### src/rtl/hzd_pkg.sv
package hzd_pkg;

  typedef enum logic [1:0] {
    HZ_NONE  = 2'd0,
    HZ_STALL = 2'd1,
    HZ_FLUSH = 2'd2
  } hz_action_e;

endpackage

### src/rtl/hzd_loaduse.sv
module hzd_loaduse #(
  parameter int REG_AW = 5
) (
  input  logic              clk,
  input  logic              rst_n,
  input  logic              ld_pending,
  input  logic [REG_AW-1:0] ld_dest,
  input  logic [REG_AW-1:0] dec_src_a,
  input  logic [REG_AW-1:0] dec_src_b,
  output logic              stall_req
);

  logic hit_a, hit_b, stalled_q;

  assign hit_a     = (ld_dest == dec_src_a);
  assign hit_b     = (ld_dest == dec_src_b);
  // the previous cycle already bubbled: the load has moved on
  assign stall_req = ld_pending && (hit_a || hit_b) && !stalled_q;

  always_ff @(posedge clk or negedge rst_n) begin
    if (!rst_n) stalled_q <= 1'b0;
    else        stalled_q <= stall_req;
  end

  // never two bubbles back to back
  p_single_bubble_r8: assert property (@(posedge clk) disable iff (!rst_n)
    stall_req |=> !stall_req);

  // a matching load with no preceding bubble must stall
  p_detect_r1: assert property (@(posedge clk) disable iff (!rst_n)
    (ld_pending && (dec_src_a == ld_dest) && !stalled_q) |-> stall_req);

  // no pending load means no stall
  p_no_load_r2: assert property (@(posedge clk) disable iff (!rst_n)
    !ld_pending |-> !stall_req);

endmodule

### src/rtl/hzd_eq_cmp.sv
module hzd_eq_cmp #(
  parameter int DATA_W = 32
) (
  input  logic [DATA_W-1:0] a,
  input  logic [DATA_W-1:0] b,
  output logic              equal
);

  localparam int LVLS = (DATA_W > 1) ? $clog2(DATA_W) : 1;
  localparam int PADW = 1 << LVLS;

  logic [PADW-1:0] diff;
  logic [PADW-1:0] tree [LVLS+1];

  genvar i, l;
  generate
    for (i = 0; i < PADW; i++) begin : g_xor
      if (i < DATA_W) begin : g_live
        assign diff[i] = a[i] ^ b[i];
      end else begin : g_pad
        assign diff[i] = 1'b0;
      end
    end

    assign tree[0] = diff;
    for (l = 0; l < LVLS; l++) begin : g_lvl
      localparam int N = PADW >> (l + 1);
      for (i = 0; i < PADW; i++) begin : g_node
        if (i < N) begin : g_or
          assign tree[l+1][i] = tree[l][2*i] | tree[l][2*i+1];
        end else begin : g_zero
          assign tree[l+1][i] = 1'b0;
        end
      end
    end
  endgenerate

  assign equal = !tree[LVLS][0];

endmodule

### src/rtl/hzd_arbiter.sv
module hzd_arbiter
  import hzd_pkg::*;
(
  input  logic       stall_req,
  input  logic       is_beq,
  input  logic       equal,
  output hz_action_e action,
  output logic       pc_we,
  output logic       fd_we,
  output logic       fd_flush,
  output logic       br_taken
);

  always_comb begin
    if (stall_req)           action = HZ_STALL;
    else if (is_beq && equal) action = HZ_FLUSH;
    else                     action = HZ_NONE;
  end

  always_comb begin
    pc_we    = 1'b1;
    fd_we    = 1'b1;
    fd_flush = 1'b0;
    br_taken = 1'b0;
    unique case (action)
      HZ_STALL: begin
        pc_we = 1'b0;
        fd_we = 1'b0;
      end
      HZ_FLUSH: begin
        fd_flush = 1'b1;
        br_taken = 1'b1;
      end
      default: ;
    endcase
  end

endmodule

### src/rtl/hzd_ctrl_gate.sv
module hzd_ctrl_gate #(
  parameter int CTRL_W = 9
) (
  input  logic              bubble,
  input  logic [CTRL_W-1:0] ctrl_in,
  output logic [CTRL_W-1:0] ctrl_out
);

  genvar i;
  generate
    for (i = 0; i < CTRL_W; i++) begin : g_bit
      assign ctrl_out[i] = ctrl_in[i] & ~bubble;
    end
  endgenerate

endmodule

### src/rtl/lu_br_hazard.sv
module lu_br_hazard #(
  parameter int REG_AW = 5,
  parameter int DATA_W = 32,
  parameter int CTRL_W = 9
) (
  input  logic              clk,
  input  logic              rst_n,
  input  logic              ld_pending,
  input  logic [REG_AW-1:0] ld_dest,
  input  logic [REG_AW-1:0] dec_src_a,
  input  logic [REG_AW-1:0] dec_src_b,
  input  logic              is_beq,
  input  logic [DATA_W-1:0] opnd_a,
  input  logic [DATA_W-1:0] opnd_b,
  input  logic [CTRL_W-1:0] ctrl_in,
  output logic [CTRL_W-1:0] ctrl_out,
  output logic              pc_we,
  output logic              fd_we,
  output logic              fd_flush,
  output logic              br_taken,
  output logic              stall
);
  import hzd_pkg::*;

  logic       stall_req, ops_equal;
  hz_action_e action;

  hzd_loaduse #(.REG_AW(REG_AW)) u_loaduse (
    .clk(clk), .rst_n(rst_n), .ld_pending(ld_pending), .ld_dest(ld_dest),
    .dec_src_a(dec_src_a), .dec_src_b(dec_src_b), .stall_req(stall_req)
  );

  hzd_eq_cmp #(.DATA_W(DATA_W)) u_eq (
    .a(opnd_a), .b(opnd_b), .equal(ops_equal)
  );

  hzd_arbiter u_arb (
    .stall_req(stall_req), .is_beq(is_beq), .equal(ops_equal),
    .action(action), .pc_we(pc_we), .fd_we(fd_we),
    .fd_flush(fd_flush), .br_taken(br_taken)
  );

  hzd_ctrl_gate #(.CTRL_W(CTRL_W)) u_gate (
    .bubble(stall_req), .ctrl_in(ctrl_in), .ctrl_out(ctrl_out)
  );

  assign stall = stall_req;

  // a bubble carries no control bits
  p_bubble_zero_r3: assert property (@(posedge clk) disable iff (!rst_n)
    stall |-> (ctrl_out == '0));

  // stall freezes PC and fetch/decode register
  p_freeze_r4: assert property (@(posedge clk) disable iff (!rst_n)
    stall |-> (!pc_we && !fd_we));

  // a flush needs a real branch with equal operands, and leaves fetch running
  p_flush_cause_r6: assert property (@(posedge clk) disable iff (!rst_n)
    fd_flush |-> (is_beq && opnd_a == opnd_b && pc_we && fd_we));

  // stall has priority over flush
  p_stall_wins_r7: assert property (@(posedge clk) disable iff (!rst_n)
    stall |-> !fd_flush);

  // held taken branch flushes the cycle after a conflicting stall
  p_retry_r7: assert property (@(posedge clk) disable iff (!rst_n)
    (stall && is_beq && opnd_a == opnd_b) ##1 ($stable(opnd_a) && $stable(opnd_b) && is_beq)
      |-> fd_flush);

endmodule

### config.mk
export PLATFORM = sky130hd
export DESIGN_NAME = lu_br_hazard
export DESIGN_NICKNAME = d
export VERILOG_FILES = /design/src/rtl/hzd_pkg.sv /design/src/rtl/hzd_loaduse.sv /design/src/rtl/hzd_eq_cmp.sv /design/src/rtl/hzd_arbiter.sv /design/src/rtl/hzd_ctrl_gate.sv /design/src/rtl/lu_br_hazard.sv
export SDC_FILE = /design/constraint.sdc
export NUM_CORES = 1
export LEC_CHECK = 0
export ABC_AREA = 0
export BUFFER_PORTS_ARGS = -buffer_cell sky130_fd_sc_hd__buf_2
export CORE_MARGIN = 4
export CORE_UTILIZATION = 27
export CTS_CLUSTER_SIZE = 14
export DETAILED_ROUTE_END_ITERATION = 7
export GPL_TIMING_DRIVEN = 0
export PLACE_DENSITY = 0.86
export SYNTH_ARGS = -nofsm -noshare
export SYNTH_HDL_FRONTEND = slang
export SYNTH_SLANG_ARGS = --single-unit
### constraint.sdc
create_clock -name clk -period 1.96 [get_ports clk]
set_clock_uncertainty 0.1 [all_clocks]
set_input_delay 0.392 -clock clk [delete_from_list [all_inputs] [get_ports clk]]
set_output_delay 0.392 -clock clk [all_outputs]
set_load 0.01 [all_outputs]
==> metrics.md, run 1 <==
| Metric | Value |
|---|---|
| Outcome | `complete, but fails checks` |
| Failing checks | `negative setup slack` |
| Mux contribution to synthesized area | `0` |
| Mapped Area | `about 630 µm²` |
| Initial antenna violation count | `0` |
| Post-synthesis compound-gate area fraction | `0.0198` |
| Die X-Extent | `~56 µm` |
| Number of flip-flops in the largest register | `1` |
| Fin nets | `275` |
| Crit path buf inv count | `3` |
| Post-CTS Hold Fix Bufs | `0` |
| Minimum clock period | `2.05 ns` |
| Worst Path Max Fanout | `4` |
| Die area | `3170 µm²` |
| #FFs+latches synth | `1` |
| Core Footprint | `around 2200 µm²` |
| Routed WL | `2360 µm` |
| Skew-Pair Late Insertion Delay | `0 ns` |
| Finished Layout Cells | `roughly 210` |
| Top cells by area, synth | `xnor2_1, xor2_1, and2_4` |
| CP Cell Sequence | `buf_6 > xor2_2 > nor4_2 > a22oi_2 > and4_4 > buf_6 > buf_6` |
| 1st-iter DRT viols | `4` |
| Reg with most FFs | `u_loaduse.stalled_q` |
| Worst path max stage delay | `0.29 ns` |
| Top flop regs | `u_loaduse.stalled_q x1` |
| MaxCap Viol Count | `0` |
| Warnings from Yosys | `0` |
| Syn_area_per_cell | `8.52 µm²` |
| Worst path top cell family by delay | `simple AND/OR/NAND/NOR gates` |
| Overall routing resource usage | `0.138` |
| Startpoint types | `input pin` |
| Hold WC Path Type | `input pin to async pin` |
| Leakage power total | `around 0.7 nW` |
| Mapped Cells | `74` |
| Peak supply drop | `between 0.1 and 0.15 mV` |
| Post-route ant nets | `0` |
| Flop pwr share | `0.072` |
| Slew Limit Fails | `0` |
| Crit. End Element | `output pin` |
| Unrepaired setup endpoints after global routing | `yes` |
| Largest area contributor in the netlist | `xnor2_1` |
| Power per Cell Area | `219 nW/µm²` |
| Initial Util | `0.285` |
| Least-Margin Pin Slew | `0.349 ns` |
| Via count | `917` |
| Port Buffers | `roughly 110` |
| Clock power frac | `0` |
| Syn nets | `roughly 170` |
| Layout cells sized above 1 | `0.724` |
| Clk pin slew, worst setup/hold paths | `0 ns` |
| Final Cycle Share | `1.04` |
| Crit-path slowest cell | `nor4_2` |
| Synthesis-to-finish area growth | `119%` |
| Critical path class | `input pin to output pin` |
| CP required | `1.47 ns` |
| IO Count | `around 110` |
| Share of the synthesized area in the top cell type | `0.389` |
| Die Span Y | `~56 µm` |
| Post-Synth Adder-Cell Area | `0` |
| Switching Power | `0.104 mW` |
| DP Wirelength | `2150 µm` |
| Fmax | `488 MHz` |
| Seq/Total Area, Yosys | `0.0397` |
| Logic pwr share | `0.928` |
| Int Power | `around 0.2 mW` |
| Via density | `between 4 and 5` |
| Final WS setup | `-0.0880 ns` |
| Xor/xnor share of the synthesized area | `0.583` |
| Crit-path most repeated cell | `buf_6` |
| DR pass1 iterations | `2` |
| R2R Setup Slk | `0.66 ns` |
| Vias in the first global route | `982` |
| # rows | `17` |
| Final Hold Fails | `0` |
| Inserted Diodes | `0` |
| Hold WS | `0.0661 ns` |
| Largest family of logic cells by synthesized area | `XOR/XNOR gates` |
| Final Cell Area | `1380 µm²` |
| DP Cell Count | `207` |
| Fillcell total | `199` |
| Dpl cell area | `1190 µm²` |
| Rel. slew slack | `0.767` |
| Simple-gate share of the synthesized area | `0.310` |
| Residual DRC | `0` |
| Synth cell types | `18` |
| First-pass GRT wire length | `3760 µm` |
| Net Sw Frac | `0.341` |
| Setup-failing EPs final | `12` |
| Largest net degree at the start of global routing | `7` |
| GPL Wtd Cong | `0.676` |
| Grt total ovfl | `0` |
| WL per Instance | `11.3 µm` |
| Arr. time, crit path | `about 1.6 ns` |
[cells by family (layout without fill, tap and decap cells)]
logic type,Yosys count,count (layout)
AOI/OAI and AO/OA,1,1
xor gates and xnor gates,42,42
buffers and inverters,4,111
DFF,1,1
and+or+nand+nor,26,26
[synth_stat cells, drive strengths merged]
master  number
nor2         2
and2         9
inv          1
and3         1
xor2        14
xnor2       28
and4         1
nand4        6
dfrtp        1
a22oi        1
nor3         1
or2b         1
nand3        1
buf          3
nor4         4
[repair_timing]
item	CTS	global route
cloned	1	0
buffers inserted	0	1
pin swaps	16	7
endpoints found under the hold margin	0	0
gates resized for setup	21	14
endpoints found under the setup margin	13	14
[path summary, 6_finish.rpt]
path,start,to,depth (start not counted)
min in group clk,ld_dest[2],u_loaduse.stalled_q$_DFF_PN0_,6
hold reg to reg,u_loaduse.stalled_q$_DFF_PN0_,u_loaduse.stalled_q$_DFF_PN0_,5
setup / recovery,dec_src_a[3],fd_flush,7
max in group asynchronous,rst_n,u_loaduse.stalled_q$_DFF_PN0_,1
hold / removal,rst_n,u_loaduse.stalled_q$_DFF_PN0_,1
setup reg to reg,u_loaduse.stalled_q$_DFF_PN0_,u_loaduse.stalled_q$_DFF_PN0_,5
[power by group through the flow]
stage	combinational [mW]	clock [mW]	sequential, mW
global route	0.306	0	0.0219
CTS	0.271	0	0.0219
floorplan	0.114	0	0.0218
detailed placement	0.242	0	0.0219
finish	0.282	0	0.0219
global placement	0.235	0	0.0218
[per-layer routing]
metal	up-vias	GRT usage	routed length, µm
met3	0	0.0230	244
met4	0	0	0
met1	407	0.136	713
met5	-	0	0
met2	53	0.306	1410
li1	457	-	-
[through the flow]
| stage | utilization | TNS, ns | power (mW) | worst slack (ns) |
|---|---|---|---|---|
| floorplan | - | 0 | 0.136 | 0.161 |
| global placement | 0.538 | -1.21 | 0.257 | -0.205 |
| detailed placement | 0.538 | -1.26 | 0.264 | -0.208 |
| CTS | 0.594 | -0.797 | 0.293 | -0.106 |
| global route | 0.626 | -1.30 | 0.328 | -0.143 |
| finish | 0.626 | -0.672 | 0.304 | -0.0880 |
[layout by cell type, fill, tap and decap left out]
| cell | synthesis | routed |
|---|---|---|
| xor2_2 | 0 | 4 |
| buf_2 | 0 | 86 |
| or2b_2 | 1 | 1 |
| and3_1 | 1 | 1 |
| nor3_1 | 1 | 1 |
| dfrtp_1 | 1 | 1 |
| inv_4 | 0 | 1 |
| and2_4 | 8 | 9 |
| nor2_1 | 2 | 2 |
| nor4_2 | 2 | 4 |
| a22oi_2 | 1 | 1 |
| xor2_1 | 14 | 10 |
| and4_4 | 0 | 1 |
| buf_4 | 2 | 1 |
| xnor2_1 | 28 | 28 |
| buf_6 | 1 | 23 |
| nand3_1 | 1 | 1 |
| nand4_1 | 6 | 6 |
[area by class of cell]
class,count,area [µm²],area share
inverter,1,6.26,0.00452
tap,28,35.0,0.0253
sequential,1,25.0,0.0181
buffer,3,33.8,0.0244
multi-input combinational,69,621,0.448
timing repair buffer,107,663,0.479
(Power assumes the default switching activity.)
==> run 2, diff against run 1 <==
- GPL_TIMING_DRIVEN: 0 -> 1
==> metrics.md, run 2 (synthesized netlist as in run 1, its figures left out) <==
| Metric | Value |
|---|---|
| Int Power | `just over 0.2 mW` |
| Core Footprint | `2210 µm²` |
| Fillcell total | `around 190` |
| Switching Power | `between 0.1 and 0.15 mW` |
| Layout cells sized above 1 | `0.736` |
| Peak supply drop | `0.136 mV` |
| Residual DRC | `0` |
| Arr. time, crit path | `1.50 ns` |
| 1st-iter DRT viols | `10` |
| Worst path top cell family by delay | `simple AND/OR/NAND/NOR gates` |
| WL per Instance | `12.6 µm` |
| CP required | `about 1.5 ns` |
| Port Buffers | `approximately 110` |
| Skew-Pair Late Insertion Delay | `0 ns` |
| Power per Cell Area | `225 nW/µm²` |
| Multi-input gate area | `642 µm²` |
| Final WS setup | `-0.0305 ns` |
| Worst r2r src | `u_loaduse.stalled_q$_DFF_PN0_` |
| Rel. slew slack | `0.822` |
| First-pass GRT wire length | `3960 µm` |
| Inserted Diodes | `0` |
| Startpoint types | `input pin` |
| Final Hold Fails | `0` |
| Number of flip-flops in the largest register | `1` |
| Crit-path most repeated cell | `buf_6` |
| Worst path max stage delay | `0.30 ns` |
| Logic pwr share | `0.929` |
| Most Used Layer, Global Route | `met2` |
| Net Sw Frac | `0.341` |
| Setup WS pre-CTS | `-0.268 ns` |
| Overall routing resource usage | `0.149` |
| Leakage power total | `0.705 nW` |
| Fin nets | `272` |
| Fmax | `502 MHz` |
| GPL Wtd Cong | `0.675` |
| Crit. End Element | `output pin` |
| Largest net degree at the start of global routing | `7` |
| Synthesis-to-finish area growth | `119%` |
| CP Cell Sequence | `buf_2 > xor2_1 > nor4_2 > a22oi_2 > buf_6 > and2_4 > buf_6` |
| Highest-count cells in the layout ignoring fill and taps | `buf_2, xnor2_1, buf_6` |
| Critical path class | `input pin to output pin` |
| Die area | `between 3000 and 4000 µm²` |
| Crit path buf inv count | `3` |
| Unrepaired setup endpoints after global routing | `yes` |
| Commonest non-fill, non-tap cell in the layout | `buf_2` |
| Minimum clock period | `1.99 ns` |
| GR Util met3 | `0.0322` |
| Routed WL | `2600 µm` |
| Worst setup path start | `dec_src_b[3]` |
| Via count | `899` |
| Initial Util | `0.285` |
| Met2 Resource Use GR | `0.334` |
| DR pass1 iterations | `4` |
| Clock power frac | `0` |
| Outcome | `complete, but fails checks` |
| Die Span Y | `56.3 µm` |
| Clk pin slew, worst setup/hold paths | `0 ns` |
| Post-route ant nets | `0` |
| Flop pwr share | `0.071` |
| Initial antenna violation count | `0` |
| Hold WC Path Type | `input pin to async pin` |
| Post-CTS Hold Fix Bufs | `0` |
| DP Wirelength | `2200 µm` |
| Reg2reg end | `u_loaduse.stalled_q$_DFF_PN0_` |
| IO Count | `between 100 and 150` |
| Crit-path slowest cell | `nor4_2` |
| R2R Setup Slk | `0.67 ns` |
| Grt met1 use | `0.129` |
| Final Cycle Share | `1.02` |
| Worst Path Max Fanout | `6` |
| Die X-Extent | `56.3 µm` |
| Vias in the first global route | `1,028` |
| Slew Limit Fails | `0` |
| Setup-failing EPs final | `10` |
| Final Util | `0.623` |
| Via density | `4.36` |
| Grt total ovfl | `0` |
| FF-to-FF path depth | `5` |
| Reg with most FFs | `u_loaduse.stalled_q` |
| MaxCap Viol Count | `0` |
| Least-Margin Pin Slew | `~0.27 ns` |
| Reg area | `25.0 µm²` |
| Top flop regs | `u_loaduse.stalled_q x1` |
| Failing checks | `negative setup slack` |
| # rows | `17` |
run 2: cell count changes in the layout (fill, tap and decap cells not counted), sizes merged:
cell / before / now
buf: 110 / 107
run 2: worst max path at each step:
stage,to,cells past startpoint
detailed placement,br_taken,6
CTS,ctrl_out[8],7
floorplan,fd_flush,5
finish,ctrl_out[3],7
global route,ctrl_out[3],7
global placement,br_taken,6
run 2: what timing repair did:
item / CTS / global route
setup endpoints to repair: 14 / 14
gates resized for setup: 19 / 17
pin swaps: 7 / 17
setup buffers: 1 / 0
gates cloned: 1 / 0
run 2: worst reg2reg max path: cells and delay by family, from the launching register on:
family,cells,cell delay (ns)
buf+inv,2,0.22
flops,1,0.35
simple gates,2,0.44
compound gates,1,0.13
run 2: final cells by class:
cell class / count / share of cell area
Timing Repair Buffer: 107 / 0.488
Multi-Input combinational cell: 69 / 0.466
Tap cell: 28 / 0.0254
Sequential cell: 1 / 0.0181
Inverter: 1 / 0.00272
run 2: metrics by stage:
step	cells	total power [mW]	TNS [ns]	hold WS, ns	area, µm²
5_1_grt	206	0.336	-0.900	0.0745	1380
3_5_place_dp	204	0.261	-1.82	0.0687	1160
2_1_floorplan	74	0.136	0	-0.00359	631
4_1_cts	206	0.292	-0.391	0.0689	1280
6_report	206	0.311	-0.236	0.0709	1380
3_3_place_gp	204	0.255	-1.57	0.0663	1160
run 2: power by group through the flow:
stage                     logic (mW)  registers (mW)  clock network (mW)
final                          0.289          0.0220                   0
after global routing           0.314          0.0220                   0
after CTS                      0.270          0.0219                   0
after detailed placement       0.239          0.0219                   0
after global placement         0.233          0.0218                   0
after floorplan                0.114          0.0218                   0
run 2: metal layers:
metal | part of all wire | up-vias
li1 | - | 452
met1 | 0.28 | 382
met2 | 0.58 | 59
met3 | 0.12 | 6
met4 | 0.023 | 0
met5 | 0 | -
==> run 3, diff against run 2 <==
- ABC_CLOCK_PERIOD_IN_PS: default -> 1960
- SETUP_SLACK_MARGIN: default -> 0.2
==> metrics.md, run 3 (synthesized netlist as in run 1, its figures left out) <==
| Metric | Value |
|---|---|
| Clock power frac | `0` |
| Reg area | `25.0 µm²` |
| Residual DRC | `0` |
| Die Span Y | `between 50 and 60 µm` |
| MaxCap Viol Count | `0` |
| Outcome | `complete, but fails checks` |
| Rel. slew slack | `0.822` |
| Number of flip-flops in the largest register | `1` |
| Fillcell total | `235` |
| Arr. time, crit path | `1.51 ns` |
| Initial antenna violation count | `0` |
| Startpoint types | `input pin` |
| Finished Layout Cells | `207` |
| Final Hold Fails | `0` |
| Initial Util | `0.285` |
| Crit. End Element | `output pin` |
| Core Footprint | `about 2200 µm²` |
| DP Cell Count | `204` |
| Critical path class | `input pin to output pin` |
| Hold WS | `0.0674 ns` |
| # rows | `17` |
| Via density | `4.37` |
| DR pass1 iterations | `2` |
| Power per Cell Area | `221 nW/µm²` |
| Reg2reg end | `u_loaduse.stalled_q$_DFF_PN0_` |
| Logic pwr share | `0.925` |
| Switching Power | `0.0991 mW` |
| Inserted Diodes | `0` |
| Flop pwr share | `0.075` |
| CP required | `roughly 1.5 ns` |
| Worst Path Max Fanout | `3` |
| IO Count | `106` |
| First-pass GRT wire length | `roughly 3500 µm` |
| R2R Setup Slk | `0.71 ns` |
| Crit-path slowest cell | `nor4_2` |
| FF-to-FF path depth | `5` |
| Commonest non-fill, non-tap cell in the layout | `buf_2` |
| WL per Instance | `11.2 µm` |
| Port Buffers | `roughly 110` |
| Peak supply drop | `0.140 mV` |
| Fmax | `~500 MHz` |
| Die area | `3170 µm²` |
| Post-route ant nets | `0` |
| Overall routing resource usage | `0.129` |
| Reg with most FFs | `u_loaduse.stalled_q` |
| Net Sw Frac | `0.338` |
| Vias in the first global route | `940` |
| Setup-failing EPs final | `11` |
| Post-CTS Hold Fix Bufs | `0` |
| Failing checks | `negative setup slack` |
| Fin nets | `273` |
| Worst setup path start | `ld_dest[3]` |
| Minimum clock period | `~2 ns` |
| Die X-Extent | `between 50 and 60 µm` |
| GPL Wtd Cong | `0.707` |
| Skew-Pair Late Insertion Delay | `0 ns` |
| DP Wirelength | `2100 µm` |
| Multi-input gate area | `601 µm²` |
| Final Cycle Share | `1.02` |
| Clk pin slew, worst setup/hold paths | `0 ns` |
| Top flop regs | `u_loaduse.stalled_q x1` |
| CP endpoint | `fd_flush` |
| Hold WC Path Type | `input pin to async pin` |
| Least-Margin Pin Slew | `roughly 0.26 ns` |
| Final WS setup | `-0.0462 ns` |
| CP Cell Sequence | `buf_8 > xor2_2 > nor4_2 > a22oi_2 > buf_4 > and4_4 > buf_6` |
| Layout cells sized above 1 | `0.704` |
| Unrepaired setup endpoints after global routing | `yes` |
| Synthesis-to-finish area growth | `111%` |
| Worst path max stage delay | `0.31 ns` |
| Highest-count cells in the layout ignoring fill and taps | `buf_2, xnor2_1, buf_6` |
| Worst r2r src | `u_loaduse.stalled_q$_DFF_PN0_` |
| Int Power | `0.194 mW` |
| Slew Limit Fails | `0` |
| Grt total ovfl | `0` |
| Via count | `905` |
| 1st-iter DRT viols | `3` |
| Largest net degree at the start of global routing | `7` |
| Leakage power total | `approximately 0.68 nW` |
| Routed WL | `approximately 2300 µm` |
==> run 3: how the worst min path moves through the flow <==
stage / startpoint / to / slack [ns] / cells past startpoint
after floorplan: rst_n / u_loaduse.stalled_q$_DFF_PN0_ / -0.004 / 0
after global placement: rst_n / u_loaduse.stalled_q$_DFF_PN0_ / 0.07 / 1
after detailed placement: rst_n / u_loaduse.stalled_q$_DFF_PN0_ / 0.07 / 1
after CTS: rst_n / u_loaduse.stalled_q$_DFF_PN0_ / 0.07 / 1
after global routing: rst_n / u_loaduse.stalled_q$_DFF_PN0_ / 0.07 / 1
final: rst_n / u_loaduse.stalled_q$_DFF_PN0_ / 0.07 / 1
==> run 3: layout make-up <==
class                      count  area share
sequential                     1      0.0188
timing repair buffer         108       0.499
tap                           28      0.0263
inverter                       1     0.00470
multi-input combinational     69       0.452
==> run 3: routing by layer <==
metal	track usage	wire length [µm]	vias to the layer above
li1	-	-	453
met1	0.116	670	406
met2	0.290	1410	44
met3	0.0276	212	2
met4	0.0102	21	0
met5	0	0	-
==> run 3: timing repair <==
item	in CTS	in global routing
pin swaps	15	3
cloned	1	0
gates resized for setup	19	10
setup endpoints to repair	14	14
buffers inserted	2	0
==> run 3: through the flow <==
step | area [µm²] | TNS (ns) | util | worst slack [ns] | power (mW)
final | 1330 | -0.368 | 0.601 | -0.0462 | 0.293
after global routing | 1330 | -1.28 | 0.601 | -0.128 | 0.317
after CTS | 1290 | -0.676 | 0.582 | -0.0778 | 0.288
after detailed placement | 1170 | -2.23 | 0.527 | -0.285 | 0.260
after global placement | 1170 | -1.79 | 0.527 | -0.247 | 0.253
after floorplan | 636 | 0 | - | 0.204 | 0.136
==> run 3: worst max-delay path, delay by kind of cell <==
family | cells | cell delay (ns)
compound gates | 1 | 0.13
xor+xnor | 1 | 0.16
simple gates | 2 | 0.45
buf+inv | 3 | 0.37
==> run 3: power groups by stage <==
| stage | Clock [mW] | Combinational, mW | Sequential (mW) |
|---|---|---|---|
| floorplan | 0 | 0.114 | 0.0218 |
| global placement | 0 | 0.232 | 0.0219 |
| detailed placement | 0 | 0.238 | 0.0219 |
| CTS | 0 | 0.266 | 0.0219 |
| global route | 0 | 0.295 | 0.0219 |
| finish | 0 | 0.271 | 0.0219 |
